`src/rtl/spi_pad_test_pkg.sv`:
```
package spi_pad_test_pkg;
  localparam int CS_LINES  = 4;
  localparam int DAT_LINES = 2;
  localparam int REG_W     = 32;

  // Register layout derived from the line counts.
  localparam int CS_LSB    = 0;
  localparam int DAT_LSB   = CS_LSB + CS_LINES;
  localparam int CLK_BIT   = DAT_LSB + DAT_LINES;
  localparam int RSV_BIT   = CLK_BIT + 1;
  localparam int DIR_LSB   = RSV_BIT + 1;
  localparam int CSDIR_BIT = DIR_LSB + DAT_LINES;
  localparam int SSB_BIT   = CSDIR_BIT + 1;
  localparam int USED_W    = SSB_BIT + 1;
  localparam int PAD_IN_W  = CS_LINES + DAT_LINES + 1;

  // Strobes from control to datapath.
  typedef struct packed {
    logic                 cfgLd;
    logic [CS_LINES-1:0]  csLd;
    logic                 clkLd;
    logic [DAT_LINES-1:0] datLd;
  } padStrobe_t;
endpackage

```
`src/rtl/spi_pad_sync.sv`:
```
module spi_pad_sync #(
  parameter int WIDTH  = 1,
  parameter int STAGES = 2
) (
  input  logic             clk,
  input  logic             rstN,
  input  logic [WIDTH-1:0] asyncIn,
  output logic [WIDTH-1:0] syncOut
);
  logic [WIDTH-1:0] stage [STAGES];

  for (genvar g = 0; g < STAGES; g++) begin : gStage
    if (g == 0) begin : gFirst
      always_ff @(posedge clk) begin
        if (!rstN) stage[g] <= '0;
        else       stage[g] <= asyncIn;
      end
    end else begin : gNext
      always_ff @(posedge clk) begin
        if (!rstN) stage[g] <= '0;
        else       stage[g] <= stage[g-1];
      end
    end
  end

  assign syncOut = stage[STAGES-1];
endmodule

```
`src/rtl/spi_pad_test_ctrl.sv`:
```
module spi_pad_test_ctrl
  import spi_pad_test_pkg::*;
(
  input  logic                 wrEn,
  input  logic                 csClkDir,
  input  logic [DAT_LINES-1:0] datDir,
  output padStrobe_t           strobe
);
  // Value loads are masked by the direction held before this write.
  always_comb begin
    strobe.cfgLd = wrEn;
    strobe.csLd  = {CS_LINES{wrEn & ~csClkDir}};
    strobe.clkLd = wrEn & ~csClkDir;
    strobe.datLd = {DAT_LINES{wrEn}} & ~datDir;
  end
endmodule

```
`src/rtl/spi_pad_test_dp.sv`:
```
module spi_pad_test_dp
  import spi_pad_test_pkg::*;
#(
  parameter int SYNC_STAGES = 2
) (
  input  logic                 clk,
  input  logic                 rstN,
  input  logic                 testMode,
  input  padStrobe_t           strobe,
  input  logic [REG_W-1:0]     wrData,
  output logic [REG_W-1:0]     rdData,
  output logic                 csClkDir,
  output logic [DAT_LINES-1:0] datDir,
  input  logic [CS_LINES-1:0]  engCsOut,
  input  logic [CS_LINES-1:0]  engCsOe,
  input  logic                 engClkOut,
  input  logic                 engClkOe,
  input  logic [DAT_LINES-1:0] engDatOut,
  input  logic [DAT_LINES-1:0] engDatOe,
  input  logic [CS_LINES-1:0]  csIn,
  input  logic                 clkIn,
  input  logic [DAT_LINES-1:0] datIn,
  output logic [CS_LINES-1:0]  csOut,
  output logic [CS_LINES-1:0]  csOe,
  output logic                 clkOut,
  output logic                 clkOe,
  output logic [DAT_LINES-1:0] datOut,
  output logic [DAT_LINES-1:0] datOe,
  output logic                 setAllStatus,
  output logic                 blockStatusClr
);
  logic [CS_LINES-1:0]  csVal;
  logic                 clkVal;
  logic [DAT_LINES-1:0] datVal;
  logic                 ssb;
  logic [PAD_IN_W-1:0]  padSync;
  logic [CS_LINES-1:0]  csSync;
  logic                 clkSync;
  logic [DAT_LINES-1:0] datSync;
  logic                 unusedWrBits;

  assign unusedWrBits = ^{wrData[REG_W-1:USED_W], wrData[RSV_BIT]};

  always_ff @(posedge clk) begin
    if (!rstN) begin
      csVal    <= '0;
      clkVal   <= 1'b0;
      datVal   <= '0;
      csClkDir <= 1'b0;
      datDir   <= '0;
      ssb      <= 1'b0;
    end else begin
      if (strobe.cfgLd) begin
        csClkDir <= wrData[CSDIR_BIT];
        datDir   <= wrData[DIR_LSB +: DAT_LINES];
        ssb      <= wrData[SSB_BIT];
      end
      for (int i = 0; i < CS_LINES; i++)
        if (strobe.csLd[i]) csVal[i] <= wrData[CS_LSB + i];
      if (strobe.clkLd) clkVal <= wrData[CLK_BIT];
      for (int j = 0; j < DAT_LINES; j++)
        if (strobe.datLd[j]) datVal[j] <= wrData[DAT_LSB + j];
    end
  end

  spi_pad_sync #(.WIDTH(PAD_IN_W), .STAGES(SYNC_STAGES)) u_padSync (
    .clk     (clk),
    .rstN    (rstN),
    .asyncIn ({clkIn, datIn, csIn}),
    .syncOut (padSync)
  );

  assign csSync  = padSync[CS_LINES-1:0];
  assign datSync = padSync[CS_LINES +: DAT_LINES];
  assign clkSync = padSync[PAD_IN_W-1];

  always_comb begin
    rdData = '0;
    for (int i = 0; i < CS_LINES; i++)
      rdData[CS_LSB + i] = csClkDir ? csSync[i] : csVal[i];
    for (int j = 0; j < DAT_LINES; j++) begin
      rdData[DAT_LSB + j] = datDir[j] ? datSync[j] : datVal[j];
      rdData[DIR_LSB + j] = datDir[j];
    end
    rdData[CLK_BIT]   = csClkDir ? clkSync : clkVal;
    rdData[CSDIR_BIT] = csClkDir;
    rdData[SSB_BIT]   = ssb;
  end

  always_comb begin
    if (testMode) begin
      csOut  = csVal;
      csOe   = {CS_LINES{~csClkDir}};
      clkOut = clkVal;
      clkOe  = ~csClkDir;
      datOut = datVal;
      datOe  = ~datDir;
    end else begin
      csOut  = engCsOut;
      csOe   = engCsOe;
      clkOut = engClkOut;
      clkOe  = engClkOe;
      datOut = engDatOut;
      datOe  = engDatOe;
    end
  end

  assign setAllStatus   = ssb;
  assign blockStatusClr = ssb;
endmodule

```
`src/rtl/spi_pad_test_reg.sv`:
```
module spi_pad_test_reg
  import spi_pad_test_pkg::*;
#(
  parameter int SYNC_STAGES = 2
) (
  input  logic                 clk,
  input  logic                 rstN,
  input  logic                 testMode,
  input  logic                 wrEn,
  input  logic [REG_W-1:0]     wrData,
  output logic [REG_W-1:0]     rdData,
  input  logic [CS_LINES-1:0]  engCsOut,
  input  logic [CS_LINES-1:0]  engCsOe,
  input  logic                 engClkOut,
  input  logic                 engClkOe,
  input  logic [DAT_LINES-1:0] engDatOut,
  input  logic [DAT_LINES-1:0] engDatOe,
  input  logic [CS_LINES-1:0]  csIn,
  input  logic                 clkIn,
  input  logic [DAT_LINES-1:0] datIn,
  output logic [CS_LINES-1:0]  csOut,
  output logic [CS_LINES-1:0]  csOe,
  output logic                 clkOut,
  output logic                 clkOe,
  output logic [DAT_LINES-1:0] datOut,
  output logic [DAT_LINES-1:0] datOe,
  output logic                 setAllStatus,
  output logic                 blockStatusClr
);
  padStrobe_t           strobe;
  logic                 csClkDir;
  logic [DAT_LINES-1:0] datDir;

  spi_pad_test_ctrl u_ctrl (
    .wrEn     (wrEn),
    .csClkDir (csClkDir),
    .datDir   (datDir),
    .strobe   (strobe)
  );

  spi_pad_test_dp #(.SYNC_STAGES(SYNC_STAGES)) u_dp (
    .clk            (clk),
    .rstN           (rstN),
    .testMode       (testMode),
    .strobe         (strobe),
    .wrData         (wrData),
    .rdData         (rdData),
    .csClkDir       (csClkDir),
    .datDir         (datDir),
    .engCsOut       (engCsOut),
    .engCsOe        (engCsOe),
    .engClkOut      (engClkOut),
    .engClkOe       (engClkOe),
    .engDatOut      (engDatOut),
    .engDatOe       (engDatOe),
    .csIn           (csIn),
    .clkIn          (clkIn),
    .datIn          (datIn),
    .csOut          (csOut),
    .csOe           (csOe),
    .clkOut         (clkOut),
    .clkOe          (clkOe),
    .datOut         (datOut),
    .datOe          (datOe),
    .setAllStatus   (setAllStatus),
    .blockStatusClr (blockStatusClr)
  );
endmodule

```
`config.mk`:
```
export PLATFORM = sky130hd
export DESIGN_NAME = spi_pad_test_reg
export DESIGN_NICKNAME = d
export VERILOG_FILES = /design/src/rtl/spi_pad_test_pkg.sv /design/src/rtl/spi_pad_sync.sv /design/src/rtl/spi_pad_test_ctrl.sv /design/src/rtl/spi_pad_test_dp.sv /design/src/rtl/spi_pad_test_reg.sv
export SDC_FILE = /design/constraint.sdc
export NUM_CORES = 1
export LEC_CHECK = 0
export ABC_AREA = 1
export BUFFER_PORTS_ARGS = -buffer_cell sky130_fd_sc_hd__buf_2
export CAP_MARGIN = 40
export CORE_MARGIN = 5
export CORE_UTILIZATION = 25
export CTS_CLUSTER_DIAMETER = 120
export CTS_CLUSTER_SIZE = 12
export DETAILED_ROUTE_END_ITERATION = 10
export PLACE_DENSITY = 0.6
export SYNTH_ARGS = -nofsm -noshare
export SYNTH_HDL_FRONTEND = slang
export SYNTH_SLANG_ARGS = --single-unit
```
`constraint.sdc`:
```
create_clock -name clk -period 0.9 [get_ports clk]
set_input_delay 0.225 -clock clk [delete_from_list [all_inputs] [get_ports clk]]
set_output_delay 0.225 -clock clk [all_outputs]
set_load 0.02 [all_outputs]
```
; ---- Word level (Yosys, flattened, before mapping)
; Memory sizes are Yosys's and may differ from the RTL's.
; Cells that the tools add are included.
[op_classes]
n_mux = 17
bitwise_logic = 6
[op_table]
columns = cell, n
row1 = 2-to-1 mux 7 bit, 2
row2 = 2-to-1 mux 1 bit, 11
row3 = 2-to-1 mux 4 bit, 2
row4 = 2-to-1 mux 2 bit, 2
row5 = bitwise AND 2 bit, 1
row6 = NOT 2 bit, 1
row7 = OR 1 bit, 2
row8 = bitwise AND 1 bit, 1
row9 = NOT 1 bit, 1
[word_totals]
ff_bits = 11
ramBits = 14
inputBits = 57
mem_count = 1
[memory_table]
columns = name, words, word_bits, rd, rd_ports_with_merged_regs, wr, line
row1 = u_dp.u_padSync.stage, 2, 7, 2, 0, 2, spi_pad_sync.sv:10  ; logic [WIDTH-1:0] stage [STAGES];

; ---- Depth between registers and ports, before layout
[logic_depth]
word_depth = 2
mapped_depth = 4

; ---- Cells and area by module
; A second synthesis with hierarchy kept.
[hier_totals]
hier_cells = 205
hier_area_um2 = 1363.8
[modules_own_cells]
columns = mod, n_inst, cells_each, area_each_um2, seq_area_each_um2
row1 = spi_pad_test_dp, 1, 153, 907.1, 220.2
row2 = spi_pad_sync, 1, 43, 396.6, 280.3
row3 = spi_pad_test_ctrl, 1, 9, 60.1, 0.0

; ---- Least setup slack after synthesis
; No wires, ideal clock.
[synth_path]
kind = flip-flop to output port
from = register u_dp.csClkDir
to = output rdData[0]
arrival_time_ps = 969
slack_ps = -294
path_stages_with_launch = 3
path_cell_list = dfxtp_1 > buf_2 > o21ai_0
[synth_via]
elab_chain_len = 1
[synth_rtl]
columns = element, line
row1 = "start, declared", spi_pad_test_dp.sv:12  ; output logic csClkDir,
row2 = "start signal, assigned", spi_pad_test_dp.sv:54  ; csClkDir <= wrData[CSDIR_BIT];
row3 = 2-to-1 mux 1 bit, spi_pad_test_dp.sv:80  ; rdData[CS_LSB + i] = csClkDir ? csSync[i] : csVal[i];
row4 = "end, declared", spi_pad_test_reg.sv:11  ; output logic [REG_W-1:0] rdData,
; Every way passes these cells.

; ---- Final worst setup path
[layout_path]
from = register u_dp.csClkDir
to = output rdData[2]
; Same word-level chain as after synthesis.

==> impl_metrics.env <==
export IMPL_die_w_um=81.1
export IMPL_synth_seq_area_share_pct=39.6
export IMPL_p_sw_w=0.000883
export IMPL_area_growth_pct=58.7
export IMPL_max_freq_mhz=791
export IMPL_status="complete, but fails checks"
export IMPL_route_final_wire_length_um=3320
export IMPL_yosys_warnings=0
export IMPL_antenna_found_initial=0
export IMPL_cts_buffers=3
export IMPL_ios=105
export IMPL_critPathLaunchType="flop"
export IMPL_first_global_vias=1122
export IMPL_drtAntennaViolNets=0
export IMPL_port_buffers=62
export IMPL_synth_area_leaders="dfxtp_1, nand2_1, buf_4"
export IMPL_fin_skew_ns=0.000749
export IMPL_rr_worst_depth=5
export IMPL_vdd_drop_max_mv=0.789
export IMPL_failed_checks="setup timing"
export IMPL_core_area_sq_um=4820
export IMPL_track_usage_pct=9.50
export IMPL_crit_type="flop to primary output"
export IMPL_syn_avg_cell_area_sq_um=6.66
export IMPL_synth_top_area_share_pct=39.6
export IMPL_routedWlPerCell_um=10.1
export IMPL_cts_root_buf="clkbuf_8"
export IMPL_final_cells=327
export IMPL_period_minus_slack_ns=1.26
export IMPL_grt_pass1_wl_um=4870
export IMPL_n_antenna_cell=0
export IMPL_clkTransAtPathRegs_ns=0.09
export IMPL_drt_vias_per_instance=3.72
export IMPL_clock_sinks=25
export IMPL_rsz0062_at_grt="yes"
export IMPL_cp_required_ns=0.67
export IMPL_hold_viol_final=0
export IMPL_top_layer="met4"
export IMPL_report_final_slew_viol_count=0
export IMPL_overflow=0
export IMPL_path_max_fanout=5
export IMPL_min_period_over_period_pct=140
export IMPL_synthCells=190
export IMPL_wl_met1_um=1340
export IMPL_dieHeight_um=81.1
export IMPL_holdPathStages=3
export IMPL_row_count=25
export IMPL_dr_wl_met3_um=288
export IMPL_cts_htree_levels=1
export IMPL_gp_congestion=0.749
export IMPL_clock_latency_ns=0.27
export IMPL_hold_path_class="input port to flop"
export IMPL_final_nets=318
export IMPL_drc=0
export IMPL_setup_viol=32
export IMPL_drv_cap=0
export IMPL_p_int_w=0.00189
export IMPL_p_per_area_nw_per_um2=1380
export IMPL_start_util_pct=26.3
export IMPL_wl_met2_um=1660
export IMPL_cts_buffer_depth=2
export IMPL_synth_top_area_cell="dfxtp_1"
export IMPL_p_seq_share_pct=44.4
export IMPL_netlist_area_sq_um=1260
export IMPL_vias=1218
export IMPL_pwr_share_clk_pct=23.4
export IMPL_dpl_hpwl_um=2470
export IMPL_total_power_w=0.00277
export IMPL_swShare_pct=31.8
export IMPL_fin_ws_ns=-0.364
export IMPL_crit_path_end_kind="primary output"
export IMPL_grt_max_degree=20
export IMPL_cts_tree="built"
export IMPL_drtPass1Iterations=4
export IMPL_die_area_sq_um=6580
export IMPL_pwr_share_comb_pct=32.2
export IMPL_ys_seq_elements=25
export IMPL_layout_drive_gt1_share_pct=46.9
export IMPL_dr_first_iter_drc_count=51
export IMPL_cellLeakagePower_nw=1.14
export IMPL_crit_arrival_ns=1.04
export IMPL_synth_distinct_cells=14
export IMPL_post_place_cells=321
per-stage QoR:
stage / worst slack (ns) / area, sq um / utilization, % / hold WS (ns) / setup TNS [ns]
6_report: -0.364 / 2010 / 41.7 / 0.132 / -7.07
5_1_grt: -0.401 / 2010 / 41.7 / 0.144 / -8.41
4_1_cts: -0.382 / 1960 / 40.7 / 0.124 / -7.26
3_5_place_dp: -0.181 / 1690 / 35.1 / 0.399 / -2.85
3_3_place_gp: -0.163 / 1690 / 35.1 / 0.395 / -2.63
2_1_floorplan: -0.0290 / 1410 / - / 0.323 / -0.0544
layout by cell type (no fill, tap or decap), types with 4 or more instances in the layout:
cell type / instances
dfxtp_4: 4
inv_1: 21
buf_2: 35
conb_1: 21
nand3_1: 7
inv_2: 5
nand2_2: 10
buf_6: 29
dfxtp_1: 14
o21ai_2: 6
nand2_1: 51
buf_4: 8
nor2_1: 19
dfxtp_2: 7
sequential cells by signal (all words and copies together), names as in the netlist:
signal                flops
u_dp.blockStatusClr       1
u_dp.clkVal               1
u_dp.csClkDir             1
u_dp.csVal                4
u_dp.datDir               2
u_dp.datVal               2
u_dp.u_padSync.stage     14
area by class of cell:
type,count,area (sq um)
fillers,521,2810
multi-input cells,127,617
repair buffers,75,617
flip-flops and latches,25,524
inverters,29,119
well taps,67,83.8
clock buffers,3,41.3
clock inverters,1,5.00
worst paths after layout:
kind                                      to  slack (ns)                       start
setup / recovery                   rdData[2]       -0.36               u_dp.csClkDir
hold / removal    u_dp.u_padSync.stage[0][0]        0.13                     csIn[0]
hold reg to reg   u_dp.u_padSync.stage[1][1]        0.42  u_dp.u_padSync.stage[0][1]
setup reg to reg               u_dp.csVal[3]       -0.10               u_dp.csClkDir
cell usage after synthesis (all sizes together):
library cell and instances:
nand2 64, inv 29, buf 28, dfxtp 25, nor2 21, o21ai 12, nand3 7, a21oi 2
clkbuf 1, conb 1
worst max-delay path, stage by stage (launching register included):
cell and delay, ns:
dfxtp_4 0.39, buf_6 0.13, o21ai_4 0.12, buf_6 0.13
timing repair:
item / CTS / global route
hold buffers: 0 / 0
endpoints found under the setup margin: 27 / 33
cloned: 0 / 0
buffers inserted: 1 / 1
gates resized for setup: 77 / 13
pin swaps: 17 / 6
power by group through the flow:
stage	sequential, W	combinational [W]	clock, W
after global placement	0.00124	0.000702	0
final	0.00123	0.000892	0.000650
after global routing	0.00124	0.000971	0.000708
after floorplan	0.00124	0.000527	0
after detailed placement	0.00124	0.000709	0
after CTS	0.00123	0.000863	0.000681
logic make-up after synthesis:
group           Yosys count  synth area share [%]
compound gates           14                  5.84
simple gates             92                  28.6
flops                    25                  39.6
other cells               1                 0.296
buf+inv                  58                  25.7
routing by layer:
layer,up-vias,GRT usage (%)
met1,512,10.6
met3,4,2.99
met2,44,17.0
li1,658,-
met5,-,0
met4,0,3.04
No activity file was read; power rests on OpenSTA's default activity.
